===== src/rtl/dsc_pkg.sv =====
// Shared definitions for the dispatch group former.
// Assumes: stall causes are numbered in their priority order.
package dsc_pkg;
    localparam int N_CAUSE = 6;

    typedef enum logic [2:0] {
        CAUSE_REG   = 3'd0,
        CAUSE_ROB   = 3'd1,
        CAUSE_SCHED = 3'd2,
        CAUSE_LQ    = 3'd3,
        CAUSE_SQ    = 3'd4,
        CAUSE_GROUP = 3'd5
    } stall_cause_e;
endpackage


===== src/rtl/dsc_width_sel.sv =====
// Resolves the configured group width into the width actually used.
// Assumes: a zero request means default, oversize requests are clamped.
module dsc_width_sel #(
    parameter int MAX_W  = 4,
    parameter int DEF_W  = 2,
    parameter int CFGW_W = 4,
    parameter int EW_W   = 3
) (
    input  logic [CFGW_W-1:0] cfg_width,
    output logic [EW_W-1:0]   eff_w
);
    // Pick default, clamp, or pass through.
    always_comb begin
        if (cfg_width == '0) begin
            eff_w = EW_W'(DEF_W);
        end else if (int'(cfg_width) > MAX_W) begin
            eff_w = EW_W'(MAX_W);
        end else begin
            eff_w = EW_W'(cfg_width);
        end
    end
endmodule


===== src/rtl/dsc_group_former.sv =====
// Forms one dispatch group from the head-of-queue slots in program order.
// Each slot is checked against the running totals of the slots already
// admitted. The first slot that fails ends the group. If that slot passed
// the width check, the first failing resource check is reported as the
// single stall cause.
// Assumes: q_valid is contiguous from slot 0; uop counts are at least 1.
module dsc_group_former
    import dsc_pkg::*;
#(
    parameter int SLOTS   = 4,
    parameter int UOP_W   = 2,
    parameter int REG_W   = 2,
    parameter int N_SCHED = 4,
    parameter int SCH_W   = 2,
    parameter int CRD_W   = 6,
    parameter int EW_W    = 3,
    parameter int INS_W   = 3,
    parameter int UOPS_W  = 4,
    parameter int SUM_W   = 7
) (
    input  logic [EW_W-1:0]          eff_w,
    input  logic                     prf_unlim,
    input  logic [SLOTS-1:0]         q_valid,
    input  logic [SLOTS*UOP_W-1:0]   q_uops,
    input  logic [SLOTS*REG_W-1:0]   q_regs,
    input  logic [SLOTS*SCH_W-1:0]   q_sched,
    input  logic [SLOTS-1:0]         q_load,
    input  logic [SLOTS-1:0]         q_store,
    input  logic [SLOTS-1:0]         q_solo,
    input  logic [CRD_W-1:0]         rob_free,
    input  logic [CRD_W-1:0]         prf_free,
    input  logic [N_SCHED*CRD_W-1:0] sched_free,
    input  logic [CRD_W-1:0]         lq_free,
    input  logic [CRD_W-1:0]         sq_free,
    output logic [SLOTS-1:0]         take,
    output logic [INS_W-1:0]         n_take,
    output logic [UOPS_W-1:0]        n_uops,
    output logic [N_CAUSE-1:0]       cause
);
    logic [SUM_W-1:0] acc_ins, acc_uop, acc_reg, acc_ld, acc_st;
    logic [SUM_W-1:0] sch_used [N_SCHED];
    logic [SUM_W-1:0] cur_u, cur_r, cur_free_sch;
    logic [SCH_W-1:0] cur_s;
    logic             halted, solo_in;
    logic             ok_w, ok_reg, ok_rob, ok_sch, ok_lq, ok_sq, ok_grp;

    // Walk the slots oldest first, accumulating admitted resources.
    always_comb begin
        take    = '0;
        cause   = '0;
        halted  = 1'b0;
        solo_in = 1'b0;
        acc_ins = '0;
        acc_uop = '0;
        acc_reg = '0;
        acc_ld  = '0;
        acc_st  = '0;
        cur_u = '0; cur_r = '0; cur_s = '0; cur_free_sch = '0;
        ok_w = 1'b0; ok_reg = 1'b0; ok_rob = 1'b0; ok_sch = 1'b0;
        ok_lq = 1'b0; ok_sq = 1'b0; ok_grp = 1'b0;
        for (int s = 0; s < N_SCHED; s++) begin
            sch_used[s] = '0;
        end
        for (int i = 0; i < SLOTS; i++) begin
            cur_u        = SUM_W'(q_uops[i*UOP_W +: UOP_W]);
            cur_r        = SUM_W'(q_regs[i*REG_W +: REG_W]);
            cur_s        = q_sched[i*SCH_W +: SCH_W];
            cur_free_sch = SUM_W'(sched_free[int'(cur_s)*CRD_W +: CRD_W]);
            ok_w   = (acc_ins == '0) || (acc_uop + cur_u <= SUM_W'(eff_w));
            ok_reg = prf_unlim || (acc_reg + cur_r <= SUM_W'(prf_free));
            ok_rob = (acc_uop + cur_u <= SUM_W'(rob_free));
            ok_sch = (sch_used[cur_s] + SUM_W'(1) <= cur_free_sch);
            ok_lq  = !q_load[i]  || (acc_ld + SUM_W'(1) <= SUM_W'(lq_free));
            ok_sq  = !q_store[i] || (acc_st + SUM_W'(1) <= SUM_W'(sq_free));
            ok_grp = !solo_in && !(q_solo[i] && acc_ins != '0);
            if (!halted && q_valid[i]) begin
                if (ok_w && ok_reg && ok_rob && ok_sch && ok_lq && ok_sq && ok_grp) begin
                    take[i]         = 1'b1;
                    acc_ins         = acc_ins + SUM_W'(1);
                    acc_uop         = acc_uop + cur_u;
                    acc_reg         = acc_reg + cur_r;
                    acc_ld          = acc_ld + SUM_W'(q_load[i]);
                    acc_st          = acc_st + SUM_W'(q_store[i]);
                    sch_used[cur_s] = sch_used[cur_s] + SUM_W'(1);
                    solo_in         = solo_in | q_solo[i];
                end else begin
                    halted = 1'b1;
                    if (ok_w) begin
                        if      (!ok_reg) cause[CAUSE_REG]   = 1'b1;
                        else if (!ok_rob) cause[CAUSE_ROB]   = 1'b1;
                        else if (!ok_sch) cause[CAUSE_SCHED] = 1'b1;
                        else if (!ok_lq)  cause[CAUSE_LQ]    = 1'b1;
                        else if (!ok_sq)  cause[CAUSE_SQ]    = 1'b1;
                        else              cause[CAUSE_GROUP] = 1'b1;
                    end
                end
            end else begin
                halted = 1'b1;
            end
        end
    end

    // Present the group totals.
    assign n_take = INS_W'(acc_ins);
    assign n_uops = UOPS_W'(acc_uop);
endmodule


===== src/rtl/dsc_sat_counter.sv =====
// Event counter that sticks at all ones.
// Assumes: clear outranks increment; reset is synchronous active-low.
module dsc_sat_counter #(
    parameter int W = 16
) (
    input  logic         clk,
    input  logic         rst_n,
    input  logic         clr,
    input  logic         inc,
    output logic [W-1:0] q
);
    // Count up to the top value and hold there.
    always_ff @(posedge clk) begin
        if (!rst_n) begin
            q <= '0;
        end else if (clr) begin
            q <= '0;
        end else if (inc && (q != {W{1'b1}})) begin
            q <= q + W'(1);
        end
    end
endmodule


===== src/rtl/dsc_dispatch_ctl.sv =====
// Dispatch group former with per-cause stall counters and a histogram of
// micro-ops dispatched per cycle.
// Assumes: the queue pops disp_cnt entries each cycle; credits are the
// free counts valid in the current cycle.
module dsc_dispatch_ctl
    import dsc_pkg::*;
#(
    parameter int MAX_W   = 4,
    parameter int DEF_W   = 2,
    parameter int UOP_W   = 2,
    parameter int REG_W   = 2,
    parameter int N_SCHED = 4,
    parameter int CRD_W   = 6,
    parameter int CNT_W   = 16,
    localparam int SLOTS  = MAX_W,
    localparam int CFGW_W = $clog2(MAX_W + 1) + 1,
    localparam int EW_W   = $clog2(MAX_W + 1),
    localparam int SCH_W  = (N_SCHED > 1) ? $clog2(N_SCHED) : 1,
    localparam int INS_W  = $clog2(SLOTS + 1),
    localparam int UOPS_W = $clog2(SLOTS * ((1 << UOP_W) - 1) + 1),
    localparam int SUM_W  = ((CRD_W > UOPS_W) ? CRD_W : UOPS_W) + 1,
    localparam int N_BIN  = MAX_W + 1
) (
    input  logic                     clk,
    input  logic                     rst_n,
    input  logic                     clr_cnt,
    input  logic [CFGW_W-1:0]        cfg_width,
    input  logic [CRD_W-1:0]         cfg_prf_size,
    input  logic [SLOTS-1:0]         q_valid,
    input  logic [SLOTS*UOP_W-1:0]   q_uops,
    input  logic [SLOTS*REG_W-1:0]   q_regs,
    input  logic [SLOTS*SCH_W-1:0]   q_sched,
    input  logic [SLOTS-1:0]         q_load,
    input  logic [SLOTS-1:0]         q_store,
    input  logic [SLOTS-1:0]         q_solo,
    input  logic [CRD_W-1:0]         rob_free,
    input  logic [CRD_W-1:0]         prf_free,
    input  logic [N_SCHED*CRD_W-1:0] sched_free,
    input  logic [CRD_W-1:0]         lq_free,
    input  logic [CRD_W-1:0]         sq_free,
    output logic [SLOTS-1:0]         disp_take,
    output logic [INS_W-1:0]         disp_cnt,
    output logic [UOPS_W-1:0]        disp_uops,
    output logic [N_CAUSE-1:0]       stall_cause,
    output logic [N_CAUSE*CNT_W-1:0] stall_cnt,
    output logic [N_BIN*CNT_W-1:0]   hist_cnt
);
    logic [EW_W-1:0]  eff_w;
    logic             prf_unlim;
    logic [N_BIN-1:0] bin_hit;

    // A zero pool size turns the register check off.
    assign prf_unlim = (cfg_prf_size == '0);

    dsc_width_sel #(
        .MAX_W (MAX_W),
        .DEF_W (DEF_W),
        .CFGW_W(CFGW_W),
        .EW_W  (EW_W)
    ) u_width (
        .cfg_width(cfg_width),
        .eff_w    (eff_w)
    );

    dsc_group_former #(
        .SLOTS  (SLOTS),
        .UOP_W  (UOP_W),
        .REG_W  (REG_W),
        .N_SCHED(N_SCHED),
        .SCH_W  (SCH_W),
        .CRD_W  (CRD_W),
        .EW_W   (EW_W),
        .INS_W  (INS_W),
        .UOPS_W (UOPS_W),
        .SUM_W  (SUM_W)
    ) u_group (
        .eff_w     (eff_w),
        .prf_unlim (prf_unlim),
        .q_valid   (q_valid),
        .q_uops    (q_uops),
        .q_regs    (q_regs),
        .q_sched   (q_sched),
        .q_load    (q_load),
        .q_store   (q_store),
        .q_solo    (q_solo),
        .rob_free  (rob_free),
        .prf_free  (prf_free),
        .sched_free(sched_free),
        .lq_free   (lq_free),
        .sq_free   (sq_free),
        .take      (disp_take),
        .n_take    (disp_cnt),
        .n_uops    (disp_uops),
        .cause     (stall_cause)
    );

    // One saturating counter per stall cause.
    for (genvar c = 0; c < N_CAUSE; c++) begin : g_stall
        dsc_sat_counter #(.W(CNT_W)) u_cnt (
            .clk  (clk),
            .rst_n(rst_n),
            .clr  (clr_cnt),
            .inc  (stall_cause[c]),
            .q    (stall_cnt[c*CNT_W +: CNT_W])
        );
    end

    // One histogram bin per micro-op total; the top bin takes the overflow.
    for (genvar b = 0; b < N_BIN; b++) begin : g_hist
        if (b == MAX_W) begin : g_top
            assign bin_hit[b] = (int'(disp_uops) >= b);
        end else begin : g_mid
            assign bin_hit[b] = (int'(disp_uops) == b);
        end
        dsc_sat_counter #(.W(CNT_W)) u_cnt (
            .clk  (clk),
            .rst_n(rst_n),
            .clr  (clr_cnt),
            .inc  (bin_hit[b]),
            .q    (hist_cnt[b*CNT_W +: CNT_W])
        );
    end
endmodule


===== config.mk =====
export PLATFORM = sky130hd
export DESIGN_NAME = dsc_dispatch_ctl
export DESIGN_NICKNAME = d
export VERILOG_FILES = /design/src/rtl/dsc_pkg.sv /design/src/rtl/dsc_width_sel.sv /design/src/rtl/dsc_group_former.sv /design/src/rtl/dsc_sat_counter.sv /design/src/rtl/dsc_dispatch_ctl.sv
export SDC_FILE = /design/constraint.sdc
export NUM_CORES = 1
export LEC_CHECK = 0
export BUFFER_PORTS_ARGS = -buffer_cell sky130_fd_sc_hd__buf_2
export CAP_MARGIN = 40
export CORE_MARGIN = 1.5
export CORE_UTILIZATION = 50
export DETAILED_ROUTE_END_ITERATION = 7
export PLACE_DENSITY = 0.76
export SYNTH_ARGS = -nofsm -noshare
export SYNTH_HDL_FRONTEND = slang
export SYNTH_SLANG_ARGS = --single-unit

===== constraint.sdc =====
create_clock -name clk -period 21.7 [get_ports clk]
set_input_delay 0 -clock clk [delete_from_list [all_inputs] [get_ports clk]]
set_output_delay 0 -clock clk [all_outputs]
set_load 0.01 [all_outputs]

==> impl_metrics.tcl, run 1 <==
set metrics [dict create \
    grt_overflow 0 \
    synth_edf_count 0 \
    die_w_um 163 \
    path_clk_slew_ps 80 \
    power.density_mw_per_mm2 51.5 \
    rr_startpoint "g_stall[3].u_cnt.q[3]" \
    hold_violations 0 \
    root_buffer "clkbuf_16" \
    drv_slew 0 \
    cts-resized-gates 0 \
    holdPathStages 4 \
    multi_input_area_mm2 0.00853 \
    dpl_cell_area_mm2 0.0144 \
    min_to "g_hist[4].u_cnt.q[1]" \
    synth_compound_area_share_pct 15.7 \
    stdcell_area_mm2 0.0150 \
    maxCapViolCount 0 \
    synthMuxAreaShare_pct 4.12 \
    mostFrequentLayoutCell "buf_2" \
    crit_path_frequent_cell "ha_1" \
    htree_levels 4 \
    grt.total_usage_pct 27.2 \
    syn-cell-area_mm2 0.0127 \
    relSlewSlack_pct 35.1 \
    avgSynthCellArea_um2 8.00 \
    layout_common_cells "buf_2 (293), dfxtp_1 (176), nor2_1 (161)" \
    r2r-end "g_stall[3].u_cnt.q[14]" \
    grt_pass1_wl_um 58600 \
    r2r_cells 10 \
    io_pins 294 \
    routed_wl_um 36800 \
    synthFlopType "dfxtp_1" \
    drt_iter0_drc 960 \
    status "finished, final reports clean" \
    rows 58 \
    via_per_inst 5.85 \
    ys_seq_area_share_pct 27.7 \
    p_leak_nw 6.42 \
    area_delta_synth_final_pct 17.9 \
    routabilityCongestion 0.942 \
    ant_nets 0 \
    async_reset_ff_share_pct 0 \
    clk_latency_ps 430 \
    synthSimpleGateAreaFrac_pct 28.7 \
    min_from "rst_n" \
    worstSetupPathType "input port to flip-flop" \
    start_util_pct 50.7 \
    synthesis.nets 1801 \
    nFillCells 2313 \
    final.min_clock_period_ps 13280 \
    hp-class "input port to flip-flop" \
    ir_worst_vdd_mv 0.0417 \
    critPathSlowestCell "or4b_1" \
    clockBufferDepth 2 \
    cp.arrival_ps 13550 \
    fin_setup_tns_ps 0 \
    fp.dieArea_mm2 0.0264 \
    dp.cells 2156 \
    netlist_instances 1592 \
    cts_buffers 17 \
    hpwl_um 28900 \
    crit_required_ps 21970 \
    tightest_slew_ps 973 \
    core_area_mm2 0.0251 \
    use_met1_pct 33.7 \
    finClkSkew_ps 13.1 \
    grtUsageMet2_pct 45.0 \
    period_share_pct 61.2 \
    synthXorXnorAreaFrac_pct 7.41 \
    drive_gt1_share_pct 21.3 \
    via_count 12800 \
    critPathLaunchType "input port" \
    stdcell_count 2191 \
    yosys_warnings 0 \
    fin_nets 2055 \
    cts_tree "built" \
    path_max_fanout 27 \
    cp-end-kind "flip-flop" \
    max_stage_delay_ps 900 \
    regArea_mm2 0.00352 \
    rsz0062_at_grt "no" \
    grt_util_met3_pct 6.70 \
    antenna_found_initial 2 \
    grt_max_degree 71 \
    fin_hold_ws_ps 142 \
    ys_ff_latch 176 \
    setup_viol 0 \
    wire_per_inst_um 16.8 \
    firstDrtPassIters 5 \
    die_height_um 163 \
    synth_top_family_by_area "simple AND/OR/NAND/NOR gates" \
    max_freq_mhz 75.3 \
    gr-max-usage-layer "met2" \
    grt_pass1_vias 11900 \
    netlist-cell-type-count 92 \
    r2r_setup_slack_ps 18620 \
    port_buffers 293 \
    synth_fa_ha_area_share_pct 11.0 \
    drc_errors 0 \
    cts.sinks 176 \
]
==> cells in the mapped netlist, types with 5 or more instances <==
master	count	area share [%]
nand2_1	114	3.4
nand3b_1	6	0.35
clkbuf_1	40	1.2
nor2_1	161	4.7
a41o_1	7	0.55
o21ai_0	76	3.0
dfxtp_1	176	28
o21ai_1	5	0.20
nor2b_1	22	1.1
mux4_2	12	2.1
nor3_1	39	1.5
fa_1	6	0.94
and4_1	7	0.48
a31oi_1	10	0.49
a31o_2	8	0.55
ha_1	102	10
a21oi_1	107	4.2
inv_1	96	2.8
xor2_1	40	2.8
a211oi_1	11	0.65
and2_1	14	0.69
and3_1	50	2.5
nor4b_1	5	0.34
nor3b_1	9	0.53
o211ai_1	11	0.65
or3_1	58	2.8
buf_2	8	0.31
buf_1	5	0.15
or4_1	20	1.2
nand4_1	30	1.5
xnor2_1	65	4.5
buf_4	10	0.59
o31ai_1	17	1.0
nand2b_1	14	0.69
nor4_1	19	0.93
nand3_1	99	3.9
mux2_2	11	0.97
mux2i_1	13	1.0
==> worst max-delay path by stage <==
stage,slack [ps],to,cells after the start,start
after global placement,8020,g_hist[1].u_cnt.q[12],42,rob_free[1]
final,8420,g_hist[1].u_cnt.q[5],43,rob_free[1]
after floorplan,10140,g_hist[1].u_cnt.q[0],50,rob_free[1]
after global routing,7500,g_hist[1].u_cnt.q[12],47,rob_free[1]
after detailed placement,8240,g_hist[3].u_cnt.q[7],43,rob_free[1]
after CTS,8660,g_hist[3].u_cnt.q[7],43,rob_free[1]
==> sequential cells by signal, summed over array words and instances (netlist names) <==
name,count
g_stall.u_cnt.q,96
g_hist.u_cnt.q,80
==> what timing repair did <==
item	4_1_cts	5_1_grt
hold endpoints to repair	6	0
hold buffers	1	0
buffers inserted	0	0
==> per-layer routing <==
layer	vias up	part of all wire, %
met5	-	0
li1	6283	-
met3	85	7.5
met1	5998	43
met4	0	3.7
met2	443	46
==> critical path: cells and delay by family <==
kind | cells | cell delay (ps)
buf+inv | 6 | 1230
mux | 1 | 510
fa+ha+maj | 7 | 2510
compound gates | 13 | 3930
simple gates | 14 | 4570
xor+xnor | 2 | 740
==> report_power, final <==
part / leakage [nW] / switching (mW) / internal [mW]
clock: 0.300 / 0.152 / 0.168
combinational: 4.70 / 0.0784 / 0.0500
sequential: 1.42 / 0.000841 / 0.323
==> logic make-up (layout without fill, tap and decap cells) <==
family                     Yosys count  in the layout
other                                0              2
xor gates and xnor gates           106            106
DFF                                176            176
buffers and inverters              165            432
muxes                               36             36
and+or+nand+nor                    691            691
AOI/OAI and AO/OA                  310            310
adders and majority gates          108            108
==> layout make-up <==
cell class | instances | share of cell area [%]
inverters | 98 | 2.45
flip-flops and latches | 176 | 23.5
multi-input cells | 1251 | 56.9
clock buffers | 18 | 2.86
repair buffers | 302 | 10.3
well taps | 330 | 2.75
diodes | 2 | 0.0333
clock inverters | 14 | 1.24
==> through the flow <==
step	power, mW	utilization [%]	worst slack (ps)
4_1_cts	0.777	59.7	8660
3_5_place_dp	0.458	57.3	8240
5_1_grt	0.805	59.8	7500
3_3_place_gp	0.454	57.1	8020
2_1_floorplan	0.419	-	10140
6_report	0.772	59.8	8420
No activity file was read; power rests on OpenSTA's default activity.
==> run 2: changes to the inputs <==
Settings changed: ABC_AREA set to 1, PLACE_DENSITY 0.76 to 0.75.
Clock period 21.7 ns to 12.98 ns, I/O delays scaled along.
==> impl_metrics.tcl, run 2 <==
set metrics [dict create \
    fin_hold_ws_ps 217 \
    grt_overflow 0 \
    io_pins 294 \
    drt_iter0_drc 1106 \
    stdcell_area_mm2 0.0167 \
    netlist-cell-type-count 61 \
    finClkSkew_ps 13.6 \
    clk_latency_ps 440 \
    ant_nets 0 \
    synth_edf_count 0 \
    dp_slack_ps 1480 \
    synthFlopType "dfxtp_1" \
    syn-cell-area_mm2 0.0144 \
    ir_worst_vdd_mv 0.0712 \
    grt_pass1_wl_um 69700 \
    fin_ws_ps 1870 \
    pwr-share-seq_pct 40.6 \
    htree_levels 4 \
    critPathLaunchType "input port" \
    synth_most_common_cell "nand2_1" \
    crit_path_frequent_cell "nand2_1" \
    cp-end-kind "flip-flop" \
    setup_viol 0 \
    comb_power_share_pct 20.3 \
    critPathSlowestCell "nor2_8" \
    rsz0062_at_grt "no" \
    fin_setup_tns_ps 0 \
    drc_errors 0 \
    root_buffer "clkbuf_16" \
    die_height_um 173 \
    power.density_mw_per_mm2 80.4 \
    grt.total_usage_pct 27.7 \
    cts_hold_buf 0 \
    clockBufferDepth 2 \
    period_share_pct 85.6 \
    min_from "clr_cnt" \
    dpl_cell_area_mm2 0.0161 \
    hold_violations 0 \
    yosys_warnings 0 \
    largest_register_ffs 96 \
    ys_ff_latch 176 \
    max_stage_delay_ps 610 \
    yosys.area.top_type "dfxtp_1" \
    cts-resized-gates 0 \
    r2r_setup_slack_ps 10150 \
    endpoint "g_hist[0].u_cnt.q[1]" \
    synthesis.nets 2406 \
    yosys.area.top_type_share_pct 24.5 \
    maxCapViolCount 0 \
    hp-class "input port to flip-flop" \
    area_delta_synth_final_pct 15.9 \
    mostFrequentLayoutCell "nand2_1" \
    p_leak_nw 7.33 \
    tightest_slew_ps 825 \
    cts.sinks 176 \
    critical_path.startpoint "rob_free[1]" \
    core_area_mm2 0.0280 \
    final.min_clock_period_ps 11110 \
    worstSetupPathType "input port to flip-flop" \
    post-route-util_pct 59.5 \
    via_count 15400 \
    avgSynthCellArea_um2 6.54 \
    cp.arrival_ps 11490 \
    crit_required_ps 13360 \
    netlist_instances 2197 \
    r2r_cells 10 \
    max_freq_mhz 90.0 \
    cts_buffers 17 \
    async_reset_ff_share_pct 0 \
    hpwl_um 32600 \
    ys_seq_area_share_pct 24.5 \
    cts_setup_buffers 0 \
    grt_max_degree 60 \
    layout_common_cells "nand2_1 (465), inv_1 (296), buf_2 (293)" \
    grt_pass1_vias 14300 \
    yosys-top-cells-count "nand2_1 (465), inv_1 (296), nor2_1 (194)" \
    routed_wl_um 41700 \
    rows 61 \
    drive_gt1_share_pct 17.1 \
    fp.dieArea_mm2 0.0298 \
    port_buffers 293 \
    pwr-share-clk_pct 39.1 \
    switchingPower_mw 0.444 \
    p_int_mw 0.896 \
    antenna_found_initial 0 \
    drv_slew 0 \
    fin_nets 2663 \
    r2r-end "g_stall[4].u_cnt.q[7]" \
    cts_tree "built" \
    wire_per_inst_um 14.7 \
    reg_top3 "g_stall.u_cnt.q x96, g_hist.u_cnt.q x80" \
    synth_area_leaders "dfxtp_1 (25%), nand2_1 (12%), ha_1 (8.9%)" \
    largest-register "g_stall.u_cnt.q" \
    firstDrtPassIters 5 \
    rr_startpoint "g_stall[4].u_cnt.q[0]" \
    p_sw_share_pct 33.1 \
    die_w_um 173 \
    routabilityCongestion 0.946 \
    path_clk_slew_ps 80 \
    status "finished, final reports clean" \
    path_max_fanout 51 \
    relSlewSlack_pct 44.5 \
    via_per_inst 5.40 \
    start_util_pct 51.3 \
]
==> run 2: cell types whose count changed after synthesis, moves of 22 or more <==
cell,delta
xor2_1,+35
inv_2,+25
or3_1,-58
nor2_1,+33
nand2_1,+351
and3_1,-48
nand3_1,+65
nor2b_1,-22
inv_1,+200
nor3_1,+53
a21oi_1,+74
nand4_1,+35
==> run 2: how the worst min path moves through the flow <==
stage | to | slack, ps | cells after the start
2_1_floorplan | disp_take[1] | 240 | 3
3_3_place_gp | stall_cnt[66] | 420 | 1
3_5_place_dp | stall_cnt[66] | 420 | 1
4_1_cts | g_stall[1].u_cnt.q[12] | 220 | 5
5_1_grt | g_stall[3].u_cnt.q[8] | 260 | 5
6_report | g_hist[0].u_cnt.q[0] | 220 | 5
==> run 2: kinds of logic after synthesis <==
logic type                 share of synthesized area, %
adders and majority gates                          9.71
DFF                                                24.5
and+or+nand+nor                                    34.3
AOI/OAI and AO/OA                                  12.9
buffers and inverters                              10.8
xor gates and xnor gates                           7.67
==> run 2: layer usage <==
metal  share of wire [%]  vias up  track usage [%]
li1                    -     7776                -
met1                  45     7022             36.4
met2                  46      516             46.2
met3                 6.5       61             4.40
met4                 2.5        0             9.21
met5                   0        -                0
==> run 2: metrics by stage <==
step / total power [mW] / instances
finish: 1.34 / 2846
global route: 1.41 / 2845
CTS: 1.35 / 2845
detailed placement: 0.826 / 2813
global placement: 0.816 / 2810
floorplan: 0.750 / 2197
==> run 2: area by class of cell <==
type	instances	area, um^2
Inverter	325	1230
Sequential cell	176	3520
Antenna cell	1	2.50
Tap cell	378	473
Fill cell	2749	11300
Multi-Input combinational cell	1636	9310
Clock buffer	18	439
Clock inverter	14	165
Timing Repair Buffer	298	1520
==> run 2: critical path, delay by kind of cell <==
family                   cells  cell delay (ps)
adder cells (fa/ha/maj)      8             2870
AO/OA/AOI/OAI                8             1430
buffers and inverters       10             1280
AND/OR/NAND/NOR             37             5850
==> run 2: power groups by stage <==
stage | clock network, mW | logic (mW) | registers [mW]
2_1_floorplan | 0 | 0.193 | 0.557
3_5_place_dp | 0 | 0.269 | 0.557
3_3_place_gp | 0 | 0.260 | 0.556
6_report | 0.524 | 0.272 | 0.544
5_1_grt | 0.553 | 0.308 | 0.544
4_1_cts | 0.532 | 0.270 | 0.544
==> run 3: changes to the inputs <==
Settings changed: CORE_ASPECT_RATIO set to 0.9, GPL_TIMING_DRIVEN set to 0, REMOVE_ABC_BUFFERS set to 1.
==> impl_metrics.tcl, run 3 (same netlist as run 2, synthesis figures left out) <==
set metrics [dict create \
    setup_viol 0 \
    start_util_pct 51.2 \
    tightest_slew_ps 1010 \
    status "finished, final reports clean" \
    routed_wl_um 40500 \
    holdPathStages 7 \
    crit_required_ps 13310 \
    cts_tree "built" \
    wire_per_inst_um 14.3 \
    ant_nets 0 \
    rr_startpoint "g_stall[5].u_cnt.q[0]" \
    p_int_mw 0.972 \
    power.density_mw_per_mm2 82.7 \
    port_buffers 293 \
    mostFrequentLayoutCell "nand2_1" \
    dp_slack_ps 1160 \
    maxCapViolCount 0 \
    fin_hold_ws_ps 274 \
    finClkSkew_ps 17.6 \
    min_from "q_load[1]" \
    hpwl_um 31400 \
    critPathLaunchType "input port" \
    cts.sinks 176 \
    hp-class "input port to flip-flop" \
    max_stage_delay_ps 590 \
    p_leak_nw 7.36 \
    rsz0062_at_grt "no" \
    firstDrtPassIters 5 \
    gr-max-usage-layer "met2" \
    max_freq_mhz 87.1 \
    antenna_found_initial 1 \
    cts_setup_buffers 0 \
    drive_gt1_share_pct 17.0 \
    pwr-share-clk_pct 41.0 \
    clockBufferDepth 2 \
    grt_max_degree 74 \
    power_mw 1.38 \
    drt_iter0_drc 1078 \
    grtUsageMet2_pct 43.0 \
    pwr-share-seq_pct 39.4 \
    path_clk_slew_ps 70 \
    min_to "g_stall[3].u_cnt.q[8]" \
    drv_slew 0 \
    core_area_mm2 0.0281 \
    worstSetupPathType "input port to flip-flop" \
    drc_errors 0 \
    grt_overflow 0 \
    grt_pass1_vias 14000 \
    cp-end-kind "flip-flop" \
    r2r_setup_slack_ps 10110 \
    critPathSlowestCell "nor2_8" \
    stdcell_area_mm2 0.0167 \
    via_per_inst 5.41 \
    use_met1_pct 37.4 \
    ir_worst_vdd_mv 0.0868 \
    dpl_cell_area_mm2 0.0160 \
    die_w_um 182 \
    cts_buffers 17 \
    largest-register "g_stall.u_cnt.q" \
    fin_ws_ps 1490 \
    hold_violations 0 \
    nFillCells 2682 \
    final.min_clock_period_ps 11490 \
    period_share_pct 88.5 \
    cp.arrival_ps 11820 \
    p_sw_share_pct 29.7 \
    grt_pass1_wl_um 68000 \
    r2r_cells 10 \
    routabilityCongestion 0.939 \
    reg_top3 "g_stall.u_cnt.q x96, g_hist.u_cnt.q x80" \
    crit_path_frequent_cell "inv_1" \
    rows 58 \
    largest_register_ffs 96 \
    cts-resized-gates 0 \
    root_buffer "clkbuf_16" \
    path_max_fanout 51 \
    r2r-end "g_stall[5].u_cnt.q[15]" \
    via_count 15300 \
    grt.total_usage_pct 27.5 \
    io_pins 294 \
    comb_power_share_pct 19.7 \
    fp.dieArea_mm2 0.0298 \
    htree_levels 4 \
    clk_latency_ps 440 \
    relSlewSlack_pct 30.6 \
    fin_nets 2665 \
    grt_util_met3_pct 6.43 \
    layout_common_cells "nand2_1 (465), inv_1 (296), buf_2 (295)" \
    fin_setup_tns_ps 0 \
    switchingPower_mw 0.411 \
    die_height_um 164 \
    area_delta_synth_final_pct 16.2 \
]
[run 3: layer usage]
| layer | part of all wire, % | vias to the layer above |
|---|---|---|
| li1 | - | 7790 |
| met3 | 7.8 | 58 |
| met4 | 2.5 | 0 |
| met5 | 0 | - |
| met2 | 43 | 488 |
| met1 | 46 | 6966 |
[run 3: how the worst max path moves through the flow]
stage	startpoint	to	slack, ps	cells past startpoint
2_1_floorplan	rob_free[1]	g_hist[0].u_cnt.q[10]	3360	55
3_3_place_gp	rob_free[1]	g_hist[0].u_cnt.q[0]	550	59
3_5_place_dp	rob_free[1]	g_hist[2].u_cnt.q[8]	1160	63
4_1_cts	rob_free[1]	g_hist[0].u_cnt.q[0]	1620	63
5_1_grt	rob_free[1]	g_hist[0].u_cnt.q[1]	230	66
6_report	rob_free[1]	g_hist[0].u_cnt.q[0]	1490	62
[run 3: stage by stage]
stage / std cells / util (%)
after floorplan: 2137 / -
after global placement: 2790 / 56.8
after detailed placement: 2794 / 57.1
after CTS: 2829 / 59.5
after global routing: 2829 / 59.5
final: 2830 / 59.5
[run 3: critical path, delay by kind of cell]
kind | cells | cell delay, ps
AOI/OAI and AO/OA | 9 | 1560
buffers and inverters | 11 | 1410
and+or+nand+nor | 34 | 6160
adders and majority gates | 8 | 2640
[run 3: timing repair]
item,CTS,global route
hold buffers,3,0
endpoints found under the hold margin,14,0
endpoints found under the setup margin,0,0
[run 3: power groups by stage]
| stage | Sequential [mW] | Clock (mW) | Combinational (mW) |
|---|---|---|---|
| 6_report | 0.544 | 0.566 | 0.272 |
| 5_1_grt | 0.544 | 0.600 | 0.309 |
| 4_1_cts | 0.544 | 0.575 | 0.270 |
| 3_5_place_dp | 0.557 | 0 | 0.268 |
| 3_3_place_gp | 0.557 | 0 | 0.256 |
| 2_1_floorplan | 0.557 | 0 | 0.183 |
[run 3: cell type report]
cell class | instances | area (um^2) | area share [%]
Inverter | 325 | 1230 | 7.35
Antenna cell | 1 | 2.50 | 0.0150
Multi-Input combinational cell | 1636 | 9310 | 55.7
Clock inverter | 11 | 174 | 1.04
Timing Repair Buffer | 300 | 1550 | 9.30
Clock buffer | 21 | 470 | 2.82
Sequential cell | 176 | 3520 | 21.1
Tap cell | 360 | 450 | 2.70
